File: config.mk
export PLATFORM = sky130hd
export DESIGN_NAME = uart_rx_status
export DESIGN_NICKNAME = d
export VERILOG_FILES = /design/src/rtl/uart_lsr_pkg.sv /design/src/rtl/uart_lsr_hold.sv /design/src/rtl/uart_lsr_fifo.sv /design/src/rtl/uart_rx_status.sv
export SDC_FILE = /design/constraint.sdc
export NUM_CORES = 1
export LEC_CHECK = 0
export ABC_AREA = 1
export BUFFER_PORTS_ARGS = -buffer_cell sky130_fd_sc_hd__buf_2
export CORE_AREA = 2 2 165 167
export CTS_BUF_LIST = sky130_fd_sc_hd__clkbuf_4 sky130_fd_sc_hd__clkbuf_8
export DETAILED_ROUTE_END_ITERATION = 16
export DIE_AREA = 0 0 167 169
export PLACE_DENSITY = 0.64
export SLEW_MARGIN = 40
export SYNTH_ARGS = -nofsm -noshare
export SYNTH_HDL_FRONTEND = slang
export SYNTH_HIERARCHICAL = 1
export SYNTH_SLANG_ARGS = --single-unit
File: constraint.sdc
create_clock -name clk_i -period 3.9 [get_ports clk_i]
set_input_delay 0.39 -clock clk_i [delete_from_list [all_inputs] [get_ports clk_i]]
set_output_delay 0.39 -clock clk_i [all_outputs]
set_load 0.01 [all_outputs]
File: src/rtl/uart_lsr_pkg.sv
package uart_lsr_pkg;
  typedef struct packed {
    logic brk;
    logic frm;
    logic par;
  } rx_err_t;

  localparam int unsigned LSR_DR   = 0;
  localparam int unsigned LSR_OE   = 1;
  localparam int unsigned LSR_PE   = 2;
  localparam int unsigned LSR_FE   = 3;
  localparam int unsigned LSR_BI   = 4;
  localparam int unsigned LSR_THRE = 5;
  localparam int unsigned LSR_TEMT = 6;
  localparam int unsigned LSR_FERR = 7;
endpackage

File: src/rtl/uart_lsr_hold.sv
module uart_lsr_hold
  import uart_lsr_pkg::*;
#(
  parameter int unsigned DATA_W = 8
) (
  input  logic              clk_i,
  input  logic              rst_ni,
  input  logic              flush_i,
  input  logic              load_i,
  input  logic              rd_data_i,
  input  logic              rd_stat_i,
  input  logic [DATA_W-1:0] wdata_i,
  input  rx_err_t           werr_i,
  output logic [DATA_W-1:0] rdata_o,
  output logic              full_o,
  output logic              oe_o,
  output rx_err_t           err_o
);
  logic [DATA_W-1:0] data_q;
  logic              full_q, oe_q;
  rx_err_t           err_q;

  always_ff @(posedge clk_i or negedge rst_ni) begin
    if (!rst_ni) begin
      data_q <= '0;
      full_q <= 1'b0;
      oe_q   <= 1'b0;
      err_q  <= '0;
    end else if (flush_i) begin
      full_q <= 1'b0;
      oe_q   <= 1'b0;
      err_q  <= '0;
    end else begin
      if (load_i) data_q <= wdata_i;
      full_q <= load_i | (full_q & ~rd_data_i);
      // new event wins over a same-cycle status read
      oe_q   <= (oe_q & ~rd_stat_i) | (load_i & full_q & ~rd_data_i);
      err_q  <= (err_q & {3{~rd_stat_i}}) | (load_i ? werr_i : '0);
    end
  end

  assign rdata_o = data_q;
  assign full_o  = full_q;
  assign oe_o    = oe_q;
  assign err_o   = err_q;

  AST_HOLD_OVERRUN: assert property (@(posedge clk_i) disable iff (!rst_ni)
    (load_i && full_q && !rd_data_i && !flush_i) |=> oe_q);
  AST_STAT_READ_CLR: assert property (@(posedge clk_i) disable iff (!rst_ni)
    (rd_stat_i && !load_i) |=> (err_q == '0 && !oe_q));
endmodule

File: src/rtl/uart_lsr_fifo.sv
module uart_lsr_fifo
  import uart_lsr_pkg::*;
#(
  parameter int unsigned DATA_W = 8,
  parameter int unsigned DEPTH  = 16
) (
  input  logic              clk_i,
  input  logic              rst_ni,
  input  logic              flush_i,
  input  logic              push_i,
  input  logic              pop_i,
  input  logic              clr_head_i,
  input  logic [DATA_W-1:0] wdata_i,
  input  rx_err_t           werr_i,
  output logic [DATA_W-1:0] rdata_o,
  output rx_err_t           rerr_o,
  output logic              empty_o,
  output logic              full_o,
  output logic              err_any_nxt_o
);
  localparam int unsigned AW = (DEPTH > 1) ? $clog2(DEPTH) : 1;
  localparam int unsigned CW = $clog2(DEPTH + 1);
  localparam logic [CW-1:0] CNT_MAX = CW'(DEPTH);
  localparam logic [AW-1:0] PTR_MAX = AW'(DEPTH - 1);

  logic [DATA_W-1:0] mem_q [DEPTH];
  rx_err_t           err_q [DEPTH];
  rx_err_t           err_d [DEPTH];
  logic [DEPTH-1:0]  vld_q, vld_d;
  logic [AW-1:0]     wptr_q, rptr_q;
  logic [CW-1:0]     cnt_q;
  logic              do_push, do_pop;

  function automatic logic [AW-1:0] ptr_inc(input logic [AW-1:0] p);
    return (p == PTR_MAX) ? '0 : p + 1'b1;
  endfunction

  assign full_o  = (cnt_q == CNT_MAX);
  assign empty_o = (cnt_q == '0);
  assign do_push = push_i & ~full_o;
  assign do_pop  = pop_i & ~empty_o;

  always_comb begin
    vld_d = vld_q;
    for (int i = 0; i < int'(DEPTH); i++) err_d[i] = err_q[i];
    if (clr_head_i && !empty_o) err_d[rptr_q] = '0;
    if (do_pop) begin
      vld_d[rptr_q] = 1'b0;
      err_d[rptr_q] = '0;
    end
    if (do_push) begin
      vld_d[wptr_q] = 1'b1;
      err_d[wptr_q] = werr_i;
    end
    if (flush_i) begin
      vld_d = '0;
      for (int i = 0; i < int'(DEPTH); i++) err_d[i] = '0;
    end
  end

  always_comb begin
    err_any_nxt_o = 1'b0;
    for (int i = 0; i < int'(DEPTH); i++)
      err_any_nxt_o = err_any_nxt_o | (vld_d[i] & (|err_d[i]));
  end

  for (genvar g = 0; g < int'(DEPTH); g++) begin : g_entry
    always_ff @(posedge clk_i or negedge rst_ni) begin
      if (!rst_ni) begin
        mem_q[g] <= '0;
        err_q[g] <= '0;
      end else begin
        if (do_push && !flush_i && wptr_q == AW'(g)) mem_q[g] <= wdata_i;
        err_q[g] <= err_d[g];
      end
    end
  end

  always_ff @(posedge clk_i or negedge rst_ni) begin
    if (!rst_ni) begin
      vld_q  <= '0;
      wptr_q <= '0;
      rptr_q <= '0;
      cnt_q  <= '0;
    end else if (flush_i) begin
      vld_q  <= '0;
      wptr_q <= '0;
      rptr_q <= '0;
      cnt_q  <= '0;
    end else begin
      vld_q <= vld_d;
      if (do_push) wptr_q <= ptr_inc(wptr_q);
      if (do_pop)  rptr_q <= ptr_inc(rptr_q);
      case ({do_push, do_pop})
        2'b10:   cnt_q <= cnt_q + 1'b1;
        2'b01:   cnt_q <= cnt_q - 1'b1;
        default: cnt_q <= cnt_q;
      endcase
    end
  end

  assign rdata_o = mem_q[rptr_q];
  assign rerr_o  = vld_q[rptr_q] ? err_q[rptr_q] : '0;

  AST_NO_OVERFLOW: assert property (@(posedge clk_i) disable iff (!rst_ni)
    cnt_q <= CNT_MAX);
  AST_LAST_POP_EMPTIES: assert property (@(posedge clk_i) disable iff (!rst_ni)
    (do_pop && !do_push && cnt_q == CW'(1) && !flush_i) |=> empty_o);
  AST_HEAD_VALID: assert property (@(posedge clk_i) disable iff (!rst_ni)
    !empty_o |-> vld_q[rptr_q]);
endmodule

File: src/rtl/uart_rx_status.sv
module uart_rx_status
  import uart_lsr_pkg::*;
#(
  parameter int unsigned DATA_W     = 8,
  parameter int unsigned FIFO_DEPTH = 16
) (
  input  logic              clk_i,
  input  logic              rst_ni,
  input  logic              rx_valid_i,
  input  logic [DATA_W-1:0] rx_data_i,
  input  logic              rx_par_err_i,
  input  logic              rx_frm_err_i,
  input  logic              rx_brk_i,
  input  logic              fifo_en_i,
  input  logic              data_rd_i,
  input  logic              stat_rd_i,
  input  logic              thr_empty_i,
  input  logic              tx_idle_i,
  output logic [7:0]        stat_o,
  output logic [DATA_W-1:0] rx_data_o
);
  logic    mode_q, toggle;
  logic    oe_q, ferr_q;
  rx_err_t in_err;

  logic [DATA_W-1:0] hold_data, fifo_data;
  logic              hold_full, hold_oe;
  rx_err_t           hold_err, head_err;
  logic              fifo_empty, fifo_full, fifo_err_nxt;

  assign in_err = '{brk: rx_brk_i, frm: rx_frm_err_i, par: rx_par_err_i};
  assign toggle = fifo_en_i ^ mode_q;

  uart_lsr_hold #(.DATA_W(DATA_W)) u_hold (
    .clk_i     (clk_i),
    .rst_ni    (rst_ni),
    .flush_i   (toggle),
    .load_i    (rx_valid_i & ~mode_q),
    .rd_data_i (data_rd_i & ~mode_q),
    .rd_stat_i (stat_rd_i & ~mode_q),
    .wdata_i   (rx_data_i),
    .werr_i    (in_err),
    .rdata_o   (hold_data),
    .full_o    (hold_full),
    .oe_o      (hold_oe),
    .err_o     (hold_err)
  );

  uart_lsr_fifo #(.DATA_W(DATA_W), .DEPTH(FIFO_DEPTH)) u_fifo (
    .clk_i         (clk_i),
    .rst_ni        (rst_ni),
    .flush_i       (toggle),
    .push_i        (rx_valid_i & mode_q),
    .pop_i         (data_rd_i & mode_q),
    .clr_head_i    (stat_rd_i & mode_q),
    .wdata_i       (rx_data_i),
    .werr_i        (in_err),
    .rdata_o       (fifo_data),
    .rerr_o        (head_err),
    .empty_o       (fifo_empty),
    .full_o        (fifo_full),
    .err_any_nxt_o (fifo_err_nxt)
  );

  always_ff @(posedge clk_i or negedge rst_ni) begin
    if (!rst_ni) begin
      mode_q <= 1'b0;
      oe_q   <= 1'b0;
      ferr_q <= 1'b0;
    end else if (toggle) begin
      mode_q <= fifo_en_i;
      oe_q   <= 1'b0;
      ferr_q <= 1'b0;
    end else begin
      // queued-mode overrun: full FIFO drops the byte, even with a pop
      oe_q   <= (oe_q & ~stat_rd_i) | (mode_q & rx_valid_i & fifo_full);
      // sticky until a status read finds no flagged entry left
      ferr_q <= (ferr_q & ~stat_rd_i) | fifo_err_nxt;
    end
  end

  rx_err_t shown_err;
  assign shown_err = mode_q ? head_err : hold_err;

  always_comb begin
    stat_o           = '0;
    stat_o[LSR_DR]   = mode_q ? ~fifo_empty : hold_full;
    stat_o[LSR_OE]   = mode_q ? oe_q : hold_oe;
    stat_o[LSR_PE]   = shown_err.par;
    stat_o[LSR_FE]   = shown_err.frm;
    stat_o[LSR_BI]   = shown_err.brk;
    stat_o[LSR_THRE] = thr_empty_i | ~rst_ni;
    stat_o[LSR_TEMT] = tx_idle_i | ~rst_ni;
    stat_o[LSR_FERR] = ferr_q;
  end

  assign rx_data_o = mode_q ? fifo_data : hold_data;

  AST_TOGGLE_FLUSH: assert property (@(posedge clk_i) disable iff (!rst_ni)
    toggle |=> (stat_o[4:0] == 5'b0 && !stat_o[LSR_FERR]));
  AST_FIFO_OVERRUN: assert property (@(posedge clk_i) disable iff (!rst_ni)
    (mode_q && !toggle && rx_valid_i && fifo_full) |=> stat_o[LSR_OE]);
  AST_HOLD_NO_FERR: assert property (@(posedge clk_i) disable iff (!rst_ni)
    !mode_q |-> !stat_o[LSR_FERR]);
  AST_EMPTY_NO_DR: assert property (@(posedge clk_i) disable iff (!rst_ni)
    (mode_q && fifo_empty) |-> !stat_o[LSR_DR]);
endmodule

* Yosys cells after proc, flatten, opt, wreduce, memory -nomap -nowiden
Index checks and enable logic that the tools add are counted.
W data, S select, Z words.
** Operators by class
- Reduce and logical (&&, ||, !) cells :: 46
- Muxes and demuxes :: 44
- $lt $le $gt $ge :: 8
- Add/sub/neg operators :: 4
- Bitwise gates (word level) :: 71
- Eq/ne operators :: 19
** Operator list (count)
- $mux W48 :: 4
- $and A48 B48 Y48 :: 2
- $mux W16 :: 4
- $bwmux W48 :: 1
- $not A48 Y48 :: 1
- $reduce_or A3 Y1 :: 16
- $eq A4 B4 Y1 const B :: 9
- $bmux W8 S4 :: 1
- $and A1 B1 Y1 :: 31
- $demux W3 S4 :: 2
- $mux W3 :: 8
- $mux W4 :: 6
- $mux W8 :: 3
- $logic_and A1 B1 Y1 :: 22
- $or A1 B1 Y1 :: 21
- $and A16 B16 Y16 :: 1
- $eq A4 B3 Y1 const B :: 4
- $not A16 Y16 :: 1
- $or A16 B16 Y16 :: 1
- $bmux W3 S4 :: 1
- $ge A5 B5 Y1 const B :: 2
- $lt A4 B5 Y1 const B :: 2
- $lt A5 B1 Y1 const B :: 2
- $not A4 Y5 :: 2
- other kinds (24) :: 45
** Word-level totals
- Input port bits :: 19
- Register bits :: 221

* Longest topological paths before layout
- Depth in word-level cells :: 32
- Depth in mapped cells :: 20
- Depth with buffers taken out :: 17

* Hierarchy
The synthesis kept the hierarchy.
** By module, submodules not included
- uart_lsr_fifo :: area an instance 11109.4 µm², instances 1, sequential area each 5129.9 µm², cells each 1530
- uart_lsr_hold :: area an instance 510.5 µm², instances 1, sequential area each 325.3 µm², cells each 59
- uart_rx_status :: area an instance 379.1 µm², instances 1, sequential area each 75.1 µm², cells each 77

* Worst setup path before layout
Ideal clock, no wire load.
- Path kind :: flip-flop to flip-flop
- Start point :: register u_fifo.rptr_q[1]
- End point :: register ferr_q
- Slack :: 1596 ps
- Buffers on the path :: 3
- Stages on the path, launching flop included :: 21
- Arrival :: 2171 ps
- Cell sequence :: dfrtp_1 -> clkbuf_1 -> inv_1 -> clkbuf_1 -> buf_2 -> ha_1 -> inv_1 -> nor2_1 -> nand3_1 -> nand2_1 -> nand2_1 -> nand2_1 -> nand3_1 -> nand2_1 -> nand2_1 -> inv_1 -> nand2_1 -> nor2_1 -> nand2_1 -> a21oi_1 -> nor2_1
** On the way
- Word-level cells in the longest chain between the ends :: 32
** Ends and longest elaborated chain
- from (decl) :: line uart_lsr_fifo.sv:30 : logic [AW-1:0] wptr_q, rptr_q;
- from (signal assigned) :: line uart_lsr_fifo.sv:93 : if (do_pop) rptr_q <= ptr_inc(rptr_q);
- $not A4 Y5 (not written as such) :: line uart_lsr_fifo.sv:46, uart_lsr_fifo.sv:49
- $ge A5 B5 Y1 (not written as such) or $lt A5 B1 Y1 (tied branches) :: line uart_lsr_fifo.sv:46, uart_lsr_fifo.sv:49
- $logic_and A1 B1 Y1 (not written as such) :: line uart_lsr_fifo.sv:46, uart_lsr_fifo.sv:49
- $mux W3 (not written as such) :: line uart_lsr_fifo.sv:46, uart_lsr_fifo.sv:49
- $demux W3 S4 :: line uart_lsr_fifo.sv:46, uart_lsr_fifo.sv:49
- $not A48 Y48 (no line)
- $and A48 B48 Y48 (no line)
- $mux W48 :: line uart_lsr_fifo.sv:46 : if (clr_head_i && !empty_o) err_d[rptr_q] = '0;
- (+4 left out)
- $mux W48 :: line uart_lsr_fifo.sv:55 : if (flush_i) begin
- $reduce_or A3 Y1 :: line uart_lsr_fifo.sv:64 : err_any_nxt_o = err_any_nxt_o | (vld_d[i] & (|err_d[i]));
- $and A1 B1 Y1 :: line uart_lsr_fifo.sv:64
- $or A1 B1 Y1 (14 in series) :: line uart_lsr_fifo.sv:64
- $or A1 B1 Y1 (*) :: line uart_lsr_fifo.sv:64
- net fifo_err_nxt :: line uart_rx_status.sv:29 : logic fifo_empty, fifo_full, fifo_err_nxt;
- $or A1 B1 Y1 (*) :: line uart_rx_status.sv:78 : ferr_q <= (ferr_q & ~stat_rd_i) | fifo_err_nxt;
- $mux W1 (*) :: line uart_rx_status.sv:70 : end else if (toggle) begin
- to (signal assigned) :: line uart_rx_status.sv:78
- to (decl) :: line uart_rx_status.sv:23 : logic oe_q, ferr_q;
Mark *: on every way through the listed nets, which the timed path passes. The rest lies on a longest branch.
A chain may end at the register's enable or synchronous reset.

* Final worst setup path
- Start point :: register u_fifo.rptr_q[0]
- End point :: output port rx_data_o[0]
** On the way
- Word-level cells in the longest chain between the ends :: 5
** Ends and longest elaborated chain
- $not A4 Y5 (not written as such) :: line uart_lsr_fifo.sv:102 : assign rdata_o = mem_q[rptr_q];
- $bmux W8 S4 :: line uart_lsr_fifo.sv:102
- $mux W8 (not written as such) (2 in series) :: line uart_lsr_fifo.sv:102
- net fifo_data[0] :: line uart_rx_status.sv:26 : logic [DATA_W-1:0] hold_data, fifo_data;
- $mux W8 :: line uart_rx_status.sv:97 : assign rx_data_o = mode_q ? fifo_data : hold_data;
- to (decl) :: line uart_rx_status.sv:20 : output logic [DATA_W-1:0] rx_data_o
The timed path passes the listed nets, and every way through them passes these cells. The select of a mux whose other input is x is not followed.

==> flow_summary.ini <==
[detailed_routing]
dr_wl_met2_um = 16300
vias_per_cell = 5.40
dr.pass1.iters = 6
wl_met1_um = 15600
finalWirelength_um = 35300
met3_wirelength_um = 2380
routed.top_layer = met4
drtIter0Drc = 1226
wl_per_cell_um = 17.3
vias = 11036
final_antenna_net_count = 0
route.detailed.drc = 0

[critical_path]
cp.arrival_ns = 2.93
critPathLaunchType = register
cp_max_fo = 49
cp_data_required_time_ns = 3.51
setup.worst_path.class = reg2out
endpoint_kind = output port

[finish]
n_antenna_cell = 0
fin_nets = 1701
layout-drive-gt1-share_pct = 9.34
final_area_um2 = 13200
area_growth_pct = 10.2

[sta]
slew_viol_final = 0
period_needed_ns = 3.32
rsz0062_at_grt = false
max_freq_mhz = 301
fin_ws_ns = 0.577
worst_pin_slew_ns = 0.821
finalSetupViolCount = 0
fin_crit_sh_pct = 85.2
finalSetupTns_ns = 0
hold_viol = 0
slew_headroom_pct = 45.2
finClkSkew_ns = 0.0340

[worst_hold_path]
hp-class = in2reg

[global_routing]
grt_max_degree = 101
grt_overflow = 0
grt_pass1_wl_um = 56300
antenna_found_initial = 0
grt_pass1_vias = 10348
grt_usage_pct = 25.0

[floorplan]
core_area_um2 = 26500
pin_count = 35
die-area_um2 = 28200
die_x_um = 167
start_util_pct = 45.3
die_h_um = 169
fp-row-count = 60

[pwr]
intPower_mw = 4.14
p_sw_share_pct = 30.6
p_sw_mw = 1.82
p_per_area_nw_per_um2 = 451
combPwrFrac_pct = 17.4
clock_power_share_pct = 39.9
p_leak_nw = 7.43
ir_worst_vdd_mv = 0.434
seqPwrFrac_pct = 42.7

[yosys]
syn_avg_cell_area_um2 = 7.20
yosys_warnings = 6
syn_nets = 1697
synthSimpleGateAreaFrac_pct = 29.2
netlist_instances = 1666
synth-compound-area-share_pct = 12.8
synth_top_family_by_area = simple AND/OR/NAND/NOR gates
syn-cell-area_um2 = 12000
yosys-mux-area-fraction_pct = 0
yosysUniqueCellTypes = 36
ys_ff_latch = 221
synthXorXnorAreaFrac_pct = 0.365
synthAdderAreaFrac_pct = 1.31
ys_seq_area_share_pct = 46.1

[cts]
cts_tree = built
clockBufferDepth = 3
postCtsHoldBufs = 2
cts_num_sinks = 221
cts.clk_slew.worst_paths_ns = 0.06
ctsResizeCount = 0
numCtsBuffers = 41
clk_latency_ns = 0.55
htreeDepth = 2
cts_root_buffer = clkbuf_8
cts_setup_buffers = 0

[placement]
pre_cts_slack_ns = 0.885
port_buffers = 34
dp_hpwl_um = 23100
gp_congestion = 0.984
placed_cell_area_um2 = 12300

[job]
maxCapViolCount = 0

[status]
status = finished clean
## critical path, cell delays in order (launching register included)
cell and delay, ns:
dfrtp_2 0.41, inv_2 0.32, buf_12 0.27, a21oi_1 0.09
o21ai_0 0.17, a21oi_1 0.21, or4_1 0.58, nand2_1 0.10
nand2_1 0.07, buf_2 0.13
## cells in the mapped netlist, drive strengths merged
library cell  instances  share of area, %
a41oi                 3              0.22
nor2                 81               2.9
nand2               612                19
buf                  54               2.8
a21oi               101               4.2
or2                   1             0.052
o32ai                 1             0.073
o22ai                16              0.83
nand4                21               1.1
o21ai               174               7.3
nor3                  1             0.042
a31oi                 2              0.10
inv                 203               6.4
dfrtp               221                46
fa                    1              0.17
ha                   11               1.1
xor2                  2              0.15
a311oi                1             0.073
xnor2                 3              0.22
or4                   8              0.50
clkbuf               37               1.2
nand3               112               5.1
## metrics by stage
step | power, mW | util [%] | std cells | hold slack [ns]
floorplan | 3.26 | - | 1666 | 0.0944
global placement | 3.59 | 46.4 | 1965 | 0.456
detailed placement | 3.60 | 46.4 | 1965 | 0.460
CTS | 5.99 | 49.8 | 2042 | 0.0382
global route | 6.25 | 49.9 | 2043 | 0.0516
finish | 5.96 | 49.9 | 2043 | 0.0561
## per-layer routing
| metal | GRT usage, % | up-vias |
|---|---|---|
| li1 | - | 5281 |
| met1 | 34.8 | 5277 |
| met2 | 39.9 | 399 |
| met3 | 3.53 | 79 |
| met4 | 9.00 | 0 |
| met5 | 0 | - |
## state kept, by name, indices dropped and copies added, names as in the netlist, 3 cells and up
register / count
u_hold/err_o: 3
u_fifo/vld_q: 16
u_hold/rdata_o: 8
u_fifo/wptr_q: 4
u_fifo/mem_q: 128
u_fifo/err_q: 48
u_fifo/rptr_q: 4
u_fifo/cnt_q: 5
## area by class of cell
class | count | area [µm²]
Timing Repair Buffer | 52 | 382
Multi-Input combinational cell | 1151 | 5240
Fill cell | 2716 | 13300
Clock inverter | 7 | 48.8
Clock buffer | 68 | 842
Sequential cell | 221 | 5530
Inverter | 203 | 762
Tap cell | 341 | 427
## worst paths after layout
path / start / end / slack [ns] / cells past startpoint
max: u_fifo/rptr_q[0] / rx_data_o[0] / 0.58 / 9
min: rx_brk_i / u_hold/err_o[2] / 0.06 / 3
max reg2reg: mode_q / ferr_q / 0.80 / 14
min reg2reg: u_fifo/mem_q[61] / u_fifo/mem_q[61] / 0.47 / 2
max in group asynchronous: rst_ni / u_fifo/err_q[16] / 2.24 / 4
min in group asynchronous: rst_ni / u_fifo/mem_q[66] / 0.32 / 2
## cell families (layout without fill, tap and decap cells)
group / count (synthesis) / after routing
AO/OA/AOI/OAI: 298 / 298
XOR/XNOR: 5 / 5
adder cells (fa/ha/maj): 12 / 12
buffers and inverters: 294 / 330
flip-flops: 221 / 221
AND/OR/NAND/NOR: 836 / 836
## power by group through the flow
stage	Combinational, mW	Clock, mW	Sequential [mW]
2_1_floorplan	0.706	0	2.56
3_3_place_gp	1.01	0	2.58
3_5_place_dp	1.02	0	2.58
4_1_cts	1.03	2.43	2.54
5_1_grt	1.15	2.54	2.56
6_report	1.04	2.38	2.54
## cells in the final DEF (no fill, tap or decap), types with 15 or more instances in the layout
cell | netlist | final
nand4_1 | 21 | 21
nor2_1 | 75 | 75
dfrtp_1 | 221 | 220
o21ai_0 | 170 | 170
nand2_1 | 601 | 601
o22ai_1 | 16 | 16
inv_1 | 196 | 196
a21oi_1 | 101 | 101
nand3_1 | 104 | 104
clkbuf_4 | 0 | 15
clkbuf_8 | 0 | 53
buf_2 | 27 | 33
Power figures use the tool's default switching activity.
